### src/rtl/dir_home_pkg.sv
package dir_home_pkg;
  typedef enum logic [2:0] {
    HS_IDLE,
    HS_LOOKUP,
    HS_RECALL,
    HS_INVWAIT,
    HS_RESPOND
  } home_state_t;
endpackage

### src/rtl/dir_entry_store.sv
module dir_entry_store #(
  parameter int N_PE  = 4,
  parameter int N_BLK = 16,
  localparam int AW   = (N_BLK > 1) ? $clog2(N_BLK) : 1
) (
  input  logic            clk,
  input  logic            rst_n,
  input  logic [AW-1:0]   rd_addr,
  output logic [N_PE-1:0] rd_pres,
  output logic            rd_dirty,
  input  logic            wr_en,
  input  logic [AW-1:0]   wr_addr,
  input  logic [N_PE-1:0] wr_pres,
  input  logic            wr_dirty
);
  logic [N_PE-1:0] pres_q  [N_BLK];
  logic            dirty_q [N_BLK];

  for (genvar b = 0; b < N_BLK; b++) begin : g_ent
    logic sel;
    assign sel = wr_en && (wr_addr == AW'(b));
    always_ff @(posedge clk or negedge rst_n) begin
      if (!rst_n) begin
        pres_q[b]  <= '0;
        dirty_q[b] <= 1'b0;
      end else if (sel) begin
        pres_q[b]  <= wr_pres;
        dirty_q[b] <= wr_dirty;
      end
    end
  end

  assign rd_pres  = pres_q[rd_addr];
  assign rd_dirty = dirty_q[rd_addr];
endmodule

### src/rtl/dir_data_store.sv
module dir_data_store #(
  parameter int N_BLK  = 16,
  parameter int DATA_W = 32,
  localparam int AW    = (N_BLK > 1) ? $clog2(N_BLK) : 1
) (
  input  logic              clk,
  input  logic              rst_n,
  input  logic [AW-1:0]     addr,
  output logic [DATA_W-1:0] rdata,
  input  logic              we,
  input  logic [DATA_W-1:0] wdata
);
  logic [DATA_W-1:0] line_q [N_BLK];

  for (genvar b = 0; b < N_BLK; b++) begin : g_line
    logic sel;
    assign sel = we && (addr == AW'(b));
    always_ff @(posedge clk or negedge rst_n) begin
      if (!rst_n) line_q[b] <= DATA_W'(b);
      else if (sel) line_q[b] <= wdata;
    end
  end

  assign rdata = line_q[addr];
endmodule

### src/rtl/dir_home_fsm.sv
module dir_home_fsm
  import dir_home_pkg::*;
#(
  parameter int N_PE   = 4,
  parameter int N_BLK  = 16,
  parameter int DATA_W = 32,
  localparam int AW    = (N_BLK > 1) ? $clog2(N_BLK) : 1,
  localparam int PE_W  = (N_PE > 1) ? $clog2(N_PE) : 1
) (
  input  logic              clk,
  input  logic              rst_n,
  input  logic              req_valid,
  output logic              req_ready,
  input  logic              req_write,
  input  logic [PE_W-1:0]   req_pe,
  input  logic [AW-1:0]     req_addr,
  output logic              rsp_valid,
  output logic [PE_W-1:0]   rsp_pe,
  output logic [DATA_W-1:0] rsp_data,
  output logic              rcl_valid,
  output logic [PE_W-1:0]   rcl_pe,
  output logic [AW-1:0]     rcl_addr,
  output logic              rcl_inval,
  input  logic              rcl_ack_valid,
  input  logic [DATA_W-1:0] rcl_ack_data,
  output logic [N_PE-1:0]   inv_valid,
  output logic [AW-1:0]     inv_addr,
  input  logic [N_PE-1:0]   inv_ack,
  output logic [AW-1:0]     blk_addr,
  input  logic [N_PE-1:0]   ent_pres,
  input  logic              ent_dirty,
  output logic              ent_we,
  output logic [N_PE-1:0]   ent_wpres,
  output logic              ent_wdirty,
  input  logic [DATA_W-1:0] mem_rdata,
  output logic              mem_we,
  output logic [DATA_W-1:0] mem_wdata
);
  home_state_t state_q, state_d;

  logic [PE_W-1:0]   pe_q;
  logic [AW-1:0]     addr_q;
  logic              wr_q;
  logic [N_PE-1:0]   pres_q;
  logic              dirty_q;
  logic [PE_W-1:0]   owner_q;
  logic [DATA_W-1:0] line_q, line_d;
  logic [N_PE-1:0]   pend_q, pend_d;
  logic              inval_q, inval_d;

  logic [N_PE-1:0]   req_bit;
  logic [PE_W-1:0]   owner_c;
  logic              other_owner;
  logic              self_owner_q;
  logic              accept, lookup_en, pend_en, line_en;

  assign accept    = req_valid && req_ready;
  assign lookup_en = (state_q == HS_LOOKUP);
  assign blk_addr  = addr_q;

  always_comb begin
    req_bit = '0;
    req_bit[pe_q] = 1'b1;
  end

  always_comb begin
    owner_c = '0;
    for (int k = 0; k < N_PE; k++) begin
      if (ent_pres[k]) owner_c = PE_W'(k);
    end
  end

  assign other_owner  = ent_dirty && (owner_c != pe_q);
  assign self_owner_q = dirty_q && (owner_q == pe_q);

  always_comb begin
    state_d = state_q;
    pend_d  = pend_q;
    inval_d = inval_q;
    line_d  = line_q;
    pend_en = 1'b0;
    line_en = 1'b0;
    mem_we  = 1'b0;
    ent_we  = 1'b0;
    unique case (state_q)
      HS_IDLE: begin
        if (accept) state_d = HS_LOOKUP;
      end
      HS_LOOKUP: begin
        line_d  = mem_rdata;
        line_en = 1'b1;
        inval_d = wr_q;
        if (other_owner) begin
          state_d = HS_RECALL;
        end else if (wr_q && !ent_dirty && ((ent_pres & ~req_bit) != '0)) begin
          pend_d  = ent_pres & ~req_bit;
          pend_en = 1'b1;
          state_d = HS_INVWAIT;
        end else begin
          state_d = HS_RESPOND;
        end
      end
      HS_RECALL: begin
        if (rcl_ack_valid) begin
          mem_we  = 1'b1;
          line_d  = rcl_ack_data;
          line_en = 1'b1;
          state_d = HS_RESPOND;
        end
      end
      HS_INVWAIT: begin
        pend_d  = pend_q & ~inv_ack;
        pend_en = 1'b1;
        if (pend_d == '0) state_d = HS_RESPOND;
      end
      HS_RESPOND: begin
        ent_we  = 1'b1;
        state_d = HS_IDLE;
      end
      default: state_d = HS_IDLE;
    endcase
  end

  assign mem_wdata  = rcl_ack_data;
  assign ent_wpres  = wr_q ? req_bit : (pres_q | req_bit);
  assign ent_wdirty = wr_q ? 1'b1 : self_owner_q;

  always_ff @(posedge clk or negedge rst_n) begin
    if (!rst_n) state_q <= HS_IDLE;
    else        state_q <= state_d;
  end

  always_ff @(posedge clk or negedge rst_n) begin
    if (!rst_n) begin
      pe_q   <= '0;
      addr_q <= '0;
      wr_q   <= 1'b0;
    end else if (accept) begin
      pe_q   <= req_pe;
      addr_q <= req_addr;
      wr_q   <= req_write;
    end
  end

  always_ff @(posedge clk or negedge rst_n) begin
    if (!rst_n) begin
      pres_q  <= '0;
      dirty_q <= 1'b0;
      owner_q <= '0;
      inval_q <= 1'b0;
    end else if (lookup_en) begin
      pres_q  <= ent_pres;
      dirty_q <= ent_dirty;
      owner_q <= owner_c;
      inval_q <= inval_d;
    end
  end

  always_ff @(posedge clk or negedge rst_n) begin
    if (!rst_n)       line_q <= '0;
    else if (line_en) line_q <= line_d;
  end

  always_ff @(posedge clk or negedge rst_n) begin
    if (!rst_n)       pend_q <= '0;
    else if (pend_en) pend_q <= pend_d;
  end

  assign req_ready = (state_q == HS_IDLE);
  assign rsp_valid = (state_q == HS_RESPOND);
  assign rsp_pe    = pe_q;
  assign rsp_data  = line_q;
  assign rcl_valid = (state_q == HS_RECALL);
  assign rcl_pe    = owner_q;
  assign rcl_addr  = addr_q;
  assign rcl_inval = inval_q;
  assign inv_valid = (state_q == HS_INVWAIT) ? pend_q : '0;
  assign inv_addr  = addr_q;
endmodule

### src/rtl/dir_home_ctrl.sv
module dir_home_ctrl #(
  parameter int N_PE   = 4,
  parameter int N_BLK  = 16,
  parameter int DATA_W = 32,
  localparam int AW    = (N_BLK > 1) ? $clog2(N_BLK) : 1,
  localparam int PE_W  = (N_PE > 1) ? $clog2(N_PE) : 1
) (
  input  logic              clk,
  input  logic              rst_n,
  input  logic              req_valid,
  output logic              req_ready,
  input  logic              req_write,
  input  logic [PE_W-1:0]   req_pe,
  input  logic [AW-1:0]     req_addr,
  output logic              rsp_valid,
  output logic [PE_W-1:0]   rsp_pe,
  output logic [DATA_W-1:0] rsp_data,
  output logic              rcl_valid,
  output logic [PE_W-1:0]   rcl_pe,
  output logic [AW-1:0]     rcl_addr,
  output logic              rcl_inval,
  input  logic              rcl_ack_valid,
  input  logic [DATA_W-1:0] rcl_ack_data,
  output logic [N_PE-1:0]   inv_valid,
  output logic [AW-1:0]     inv_addr,
  input  logic [N_PE-1:0]   inv_ack
);
  logic [AW-1:0]     blk_addr;
  logic [N_PE-1:0]   ent_pres;
  logic              ent_dirty;
  logic              ent_we;
  logic [N_PE-1:0]   ent_wpres;
  logic              ent_wdirty;
  logic [DATA_W-1:0] mem_rdata;
  logic              mem_we;
  logic [DATA_W-1:0] mem_wdata;

  dir_entry_store #(.N_PE(N_PE), .N_BLK(N_BLK)) u_ent (
    .clk(clk), .rst_n(rst_n),
    .rd_addr(blk_addr), .rd_pres(ent_pres), .rd_dirty(ent_dirty),
    .wr_en(ent_we), .wr_addr(blk_addr), .wr_pres(ent_wpres), .wr_dirty(ent_wdirty)
  );

  dir_data_store #(.N_BLK(N_BLK), .DATA_W(DATA_W)) u_mem (
    .clk(clk), .rst_n(rst_n), .addr(blk_addr), .rdata(mem_rdata),
    .we(mem_we), .wdata(mem_wdata)
  );

  dir_home_fsm #(.N_PE(N_PE), .N_BLK(N_BLK), .DATA_W(DATA_W)) u_fsm (
    .clk(clk), .rst_n(rst_n),
    .req_valid(req_valid), .req_ready(req_ready), .req_write(req_write),
    .req_pe(req_pe), .req_addr(req_addr),
    .rsp_valid(rsp_valid), .rsp_pe(rsp_pe), .rsp_data(rsp_data),
    .rcl_valid(rcl_valid), .rcl_pe(rcl_pe), .rcl_addr(rcl_addr), .rcl_inval(rcl_inval),
    .rcl_ack_valid(rcl_ack_valid), .rcl_ack_data(rcl_ack_data),
    .inv_valid(inv_valid), .inv_addr(inv_addr), .inv_ack(inv_ack),
    .blk_addr(blk_addr), .ent_pres(ent_pres), .ent_dirty(ent_dirty),
    .ent_we(ent_we), .ent_wpres(ent_wpres), .ent_wdirty(ent_wdirty),
    .mem_rdata(mem_rdata), .mem_we(mem_we), .mem_wdata(mem_wdata)
  );
endmodule

### config.mk
export PLATFORM = sky130hd
export DESIGN_NAME = dir_home_ctrl
export DESIGN_NICKNAME = d
export VERILOG_FILES = /design/src/rtl/dir_home_pkg.sv /design/src/rtl/dir_entry_store.sv /design/src/rtl/dir_data_store.sv /design/src/rtl/dir_home_fsm.sv /design/src/rtl/dir_home_ctrl.sv
export SDC_FILE = /design/constraint.sdc
export NUM_CORES = 1
export LEC_CHECK = 0
export ABC_AREA = 1
export BUFFER_PORTS_ARGS = -buffer_cell sky130_fd_sc_hd__buf_2
export CAP_MARGIN = 20
export CORE_MARGIN = 2
export CORE_UTILIZATION = 45
export DETAILED_ROUTE_END_ITERATION = 7
export PLACE_DENSITY = 0.64
export SYNTH_ARGS = -nofsm -noshare
export SYNTH_HDL_FRONTEND = slang
export SYNTH_HIERARCHICAL = 1
export SYNTH_SLANG_ARGS = --single-unit
### constraint.sdc
create_clock -name clk -period 3.4 [get_ports clk]
set_clock_uncertainty 0.1 [all_clocks]
set_input_delay 0.34 -clock clk [delete_from_list [all_inputs] [get_ports clk]]
set_output_delay 0.34 -clock clk [all_outputs]
set_load 0.02 [all_outputs]
# ---- Yosys cells after proc, flatten, opt, wreduce, memory -nomap -nowiden
# Cells that the tools add are included.
dict set report word_totals {
  in_bits 47
  out_inout_bits 52
  wordCells 176
  regBits 646
}
dict set report op_classes {
  n_lt_le_gt_ge 3
  muxes 35
  reduce_logical 48
  n_eq_ne 26
  bitwise_logic 6
}
# operator count
set ops {}
lappend ops {{$bmux W32 S4} 1}
lappend ops {{$mux W32} 3}
lappend ops {{$pmux W32 S2} 1}
lappend ops {{$logic_and A1 B1 Y1} 38}
lappend ops {{$eq A4 B4 Y1 const B} 8}
lappend ops {{$mux W4} 6}
lappend ops {{$bmux W4 S4} 1}
lappend ops {{$eq A4 B3 Y1 const B} 4}
lappend ops {{$mux W3} 5}
lappend ops {{$pmux W3 S4} 1}
lappend ops {{$mux W1} 10}
lappend ops {{$and A4 B4 Y4} 2}
lappend ops {{$eq A4 B2 Y1 const B} 2}
lappend ops {{$logic_not A4 Y1} 2}
lappend ops {{$not A4 Y4} 2}
lappend ops {{$pmux W4 S2} 1}
lappend ops {{$eq A3 B2 Y1 const B} 2}
lappend ops {{$ne A2 B2 Y1 const B} 3}
lappend ops {{$reduce_and A3 Y1} 2}
lappend ops {{$ge A5 B5 Y1 const B} 1}
lappend ops {{$not A4 Y5} 1}
lappend ops {{$bmux W1 S4} 1}
lappend ops {{$eq A4 B1 Y1 const B} 1}
lappend ops {{$mux W2} 2}
lappend ops {{other kinds (15)} 18}

# ---- Longest topological paths before layout
dict set report logic_depth {
  ltp_word 12
  mapped_depth 19
  depth_no_buf 17
}

# ---- By module
# Netlist, hierarchy kept.
# mod cells_per_inst instances area_each_um2 seq_area_each_um2
set modules_own_cells {}
lappend modules_own_cells {dir_data_store 3265 1 23902.9 12852.3}
lappend modules_own_cells {dir_entry_store 523 1 3962.6 2001.9}
lappend modules_own_cells {dir_home_fsm 379 1 2962.8 1351.3}

# ---- Least setup slack after synthesis
# No wires, ideal clock.
dict set report synth_path {
  path_type {reg-to-reg}
  startpoint {register u_fsm.addr_q[0] (netlist: u_fsm/blk_addr[0])}
  endpoint {register u_fsm.pend_q[0]}
  setup_ns 0.117
  period_less_slack_ns 2.265
  n_path_buf 2
  t_arrival_ns 2.048
  stages_incl_launch_ff 16
  required_ns 3.183
  path_slack_ns 1.135
  cell_sequence {dfrtp_1 -> buf_2 -> clkbuf_1 -> nand2_1 -> nand3_1 -> nand3_1 -> nand3_1 -> nand2_1 -> nand2_1 -> nand2_1 -> nor2_1 -> nor2_1 -> nand2_1 -> nand2_2 -> nand2_1 -> nand2_1}
}
dict set report synth_between {
  elab_cells_between_ends 26
  classes_between {3 x eq/ne; 15 x mux; 2 x bitwise; 6 x reduce/logical}
}
# element line_no
set synth_rtl {}
lappend synth_rtl {{from (decl)} dir_home_fsm.sv:42} ;# logic [AW-1:0] addr_q;
lappend synth_rtl {{from (signal assigned)} dir_home_fsm.sv:140} ;# addr_q <= req_addr;
lappend synth_rtl {{$not A4 Y5 (not written as such) (*)} dir_entry_store.sv:33} ;# assign rd_pres = pres_q[rd_addr];
lappend synth_rtl {{$bmux W4 S4 (*)} dir_entry_store.sv:33}
lappend synth_rtl {{$mux W4 (not written as such) (*) (2 in series)} dir_entry_store.sv:33}
lappend synth_rtl {{named net ent_pres[3]} dir_home_ctrl.sv:29} ;# logic [N_PE-1:0] ent_pres;
lappend synth_rtl {{$and A4 B4 Y4} dir_home_fsm.sv:95} ;# end else if (wr_q && !ent_dirty && ((ent_pres & ~req_bit) != '0)) begin
lappend synth_rtl {{$reduce_bool A4 Y1} dir_home_fsm.sv:95}
lappend synth_rtl {{$logic_and A1 B1 Y1} dir_home_fsm.sv:95}
lappend synth_rtl {{$mux W1} dir_home_fsm.sv:95}
lappend synth_rtl {{$mux W1} dir_home_fsm.sv:93} ;# if (other_owner) begin
lappend synth_rtl {{$pmux W1 S2} dir_home_fsm.sv:85} ;# unique case (state_q)
lappend synth_rtl {{$reduce_and A4 Y1 (no line) (*)} --}
lappend synth_rtl {{to (signal assigned)} dir_home_fsm.sv:166} ;# else if (pend_en) pend_q <= pend_d;
lappend synth_rtl {{to (decl)} dir_home_fsm.sv:48} ;# logic [N_PE-1:0] pend_q, pend_d;
# Mark *: on every way through the listed nets, which the timed path passes. The rest lies on a longest branch. The select of a mux whose other input is x is not followed.
# A chain may end at the register's enable or synchronous reset.

# ---- Worst setup path after layout
dict set report layout_path {
  startpoint {register u_fsm.addr_q[0] (netlist: u_fsm/blk_addr[0])}
  endpoint {register u_fsm.pend_q[2]}
}
# Same word-level chain as after synthesis.

==> impl_metrics.yaml <==
route:
  vias: 25800
  drc: 0
  drtAntennaViolNets: 0
  drt-vias-per-instance: 5.08
  drt_iter0_drc: 2268
  wirelength_mm: 84.6
  wl_per_cell_um: 16.7
  drt_pre_antenna_iters: 5
setup_path:
  cp_max_fo: 28
  r2r-end: "u_fsm/pend_q[2]"
  crit_type: "flip-flop to flip-flop"
  startpoint_type: "flip-flop"
  cp.required_ns: 3.80
  reg2reg_from: "u_fsm/blk_addr[0]"
  r2r_cells: 15
  end_kind: "flip-flop"
  worst_ep_arrival_time_ns: 3.28
  regToRegSetupSlack_ns: 0.52
synthesis:
  yosys.area.top_type: "dfrtp_1"
  ys_seq_elements: 646
  syn-num-nets: 4214
  synthCells: 4167
  ys_top_cells_by_count: "nand2_1, dfrtp_1, nor2_1, o21ai_0, a21oi_1"
  synth_seq_area_share: 0.526
  synthTopCellsByArea: "dfrtp_1, nand2_1, o21ai_0, a21oi_1, nor2_1"
  synth_top_area_frac: 0.498
  syn-cell-area_mm2: 0.0308
  synth_flop_cell: "dfrtp_1"
  synthArstFlopShare: 1.00
  ys_warn_count: 6
  yosysMostFrequentCell: "nand2_1"
  synth-edff-count: 0
  synth_cell_types: 30
  synth.avg_cell_area_um2: 7.40
outcome:
  status: "finished, final reports clean"
sta:
  fmax_mhz: 347
  tns_ns: 0
  finalMaxSlewViolations: 0
  setup_violations: 0
  slew_headroom: 0.339
  fin_crit_sh: 0.847
  worstMarginPinSlew_ns: 0.990
  whs_ns: 0.0513
  finalHoldViolCount: 0
  rsz0062_at_grt: "false"
  layout_min_cycle_time_ns: 2.88
layout:
  area_delta_synth_final_pct: 12.7
  drive_above_1_share: 0.0878
  n_antenna_cell: 0
  final_core_util: 0.514
  layout.nets: 4199
die:
  die_area_mm2: 0.0706
  die_x_um: 266
  rows: 95
  coreArea_mm2: 0.0675
  initial_core_util: 0.457
  ios: 99
  die_y_um: 266
pwr:
  fin_total_pwr_mw: 32.1
  p_leak_nw: 17.9
  ir_drop_uv: 485
  cellPowerDensity_mw_per_mm2: 924
worst_hold_path:
  hp-start: "inv_ack[3]"
  hold_path_class: "input pin to flip-flop"
  min_to: "u_fsm/pend_q[3]"
  hold-path-cell-count: 6
clock_network:
  htree_levels: 3
  cts_resized: 0
  clk_latency_ns: 0.61
  cts_setup_buffers: 0
  clock_path_buffers: 3
  path_clk_slew_ns: 0.06
  root_buffer: "clkbuf_16"
  cts_inserted_buffers: 72
  cts_tree: "built"
  cts_sinks: 646
global_route:
  grt_max_degree: 99
  track_usage: 0.244
  grt_pass1_wl_mm: 137
  antenna_found_initial: 0
  overflow: 0
  grt_pass1_vias: 24500
run:
  cap_viol_max_count: 0
placement:
  io_buffers: 98
  dp_hpwl_mm: 49.3
  gp_congestion: 0.891
metrics by stage:
stage | instances | setup WS [ns] | instance area [um^2]
3_3_place_gp | 4907 | 0.599 | 32000
6_report | 5078 | 0.521 | 34700
4_1_cts | 5078 | 0.573 | 34700
2_1_floorplan | 4167 | 1.14 | 30800
5_1_grt | 5078 | 0.315 | 34700
3_5_place_dp | 4907 | 0.608 | 32000
metal layers:
layer | track usage | up-vias | routed length [um]
met5 | 0 | - | 0
met4 | 0.0647 | 0 | 1970
met3 | 0.0343 | 141 | 4280
met2 | 0.397 | 621 | 39300
met1 | 0.345 | 12100 | 39000
li1 | - | 12900 | -
layout by cell type (no fill, tap or decap), types with 4 or more instances in the layout:
cell type / synthesis / final
nor2_4: 4 / 12
nor2_1: 312 / 310
inv_1: 189 / 189
clkbuf_1: 209 / 18
buf_2: 40 / 97
mux2_1: 4 / 4
nand2_1: 1944 / 1936
buf_4: 43 / 44
nand2_4: 2 / 4
dlygate4sd3_1: 0 / 44
buf_12: 0 / 23
a21oi_1: 261 / 261
clkbuf_8: 0 / 12
dfrtp_1: 614 / 612
clkbuf_16: 0 / 76
a31oi_1: 33 / 33
nand3_1: 76 / 76
inv_2: 8 / 8
dfstp_2: 32 / 32
clkinv_2: 0 / 12
nand2_2: 17 / 23
o21ai_0: 284 / 284
o21ai_1: 63 / 63
power by group:
part	switching (mW)	internal, mW
registers	1.78	10.9
clock network	3.15	4.58
logic	7.94	3.76
total	12.9	19.2
worst max-delay path by stage:
stage          slack (ns)  cells after the start              start         endpoint
6_report             0.52                     15  u_fsm/blk_addr[0]  u_fsm/pend_q[2]
5_1_grt              0.31                     15  u_fsm/blk_addr[0]  u_fsm/pend_q[3]
4_1_cts              0.57                     15  u_fsm/blk_addr[0]  u_fsm/pend_q[1]
3_5_place_dp         0.61                     15  u_fsm/blk_addr[0]  u_fsm/pend_q[3]
3_3_place_gp         0.60                     15  u_fsm/blk_addr[0]  u_fsm/pend_q[3]
2_1_floorplan        1.14                     15  u_fsm/blk_addr[0]  u_fsm/pend_q[0]
what timing repair did:
action / in CTS / in global routing
hold buffers: 44 / 0
hold endpoints to repair: 90 / 0
setup endpoints to repair: 0 / 0
worst max-delay path: stages (launching register included):
cell and delay (ns):
dfrtp_4 0.65, inv_1 0.42, buf_12 0.24, nand2_1 0.08, nand3_1 0.13, nand3_1 0.10
nand3_1 0.11, nand2_1 0.13, nand2_1 0.13, nand2_1 0.07, nor2_1 0.11, nor2_1 0.05
nand2_1 0.18, nand2_2 0.11, nand2_1 0.07, nand2_1 0.05
state kept, by name, summed over array words and instances, names as in the netlist:
| signal | cells |
|---|---|
| u_ent/dirty_q | 16 |
| u_ent/pres_q | 64 |
| u_fsm/blk_addr | 4 |
| u_fsm/dirty_q | 1 |
| u_fsm/pend_q | 4 |
| u_fsm/pres_q | 4 |
| u_fsm/rcl_inval | 1 |
| u_fsm/rcl_pe | 2 |
| u_fsm/rsp_data | 32 |
| u_fsm/rsp_pe | 2 |
| u_fsm/state_q | 3 |
| u_fsm/wr_q | 1 |
| u_mem/line_q | 512 |
cell type report:
cell class / instances / area [um^2]
flip-flops and latches: 646 / 16200
repair buffers: 209 / 1730
multi-input cells: 3022 / 12600
clock inverters: 21 / 206
clock buffers: 106 / 2130
inverters: 201 / 764
well taps: 873 / 1090
fillers: 6632 / 32800
logic make-up after synthesis:
logic type | synth area share
AO/OA/AOI/OAI | 0.105
buffers and inverters | 0.0683
flip-flops | 0.526
AND/OR/NAND/NOR | 0.299
multiplexers | 0.00146
(Power assumes the default switching activity.)
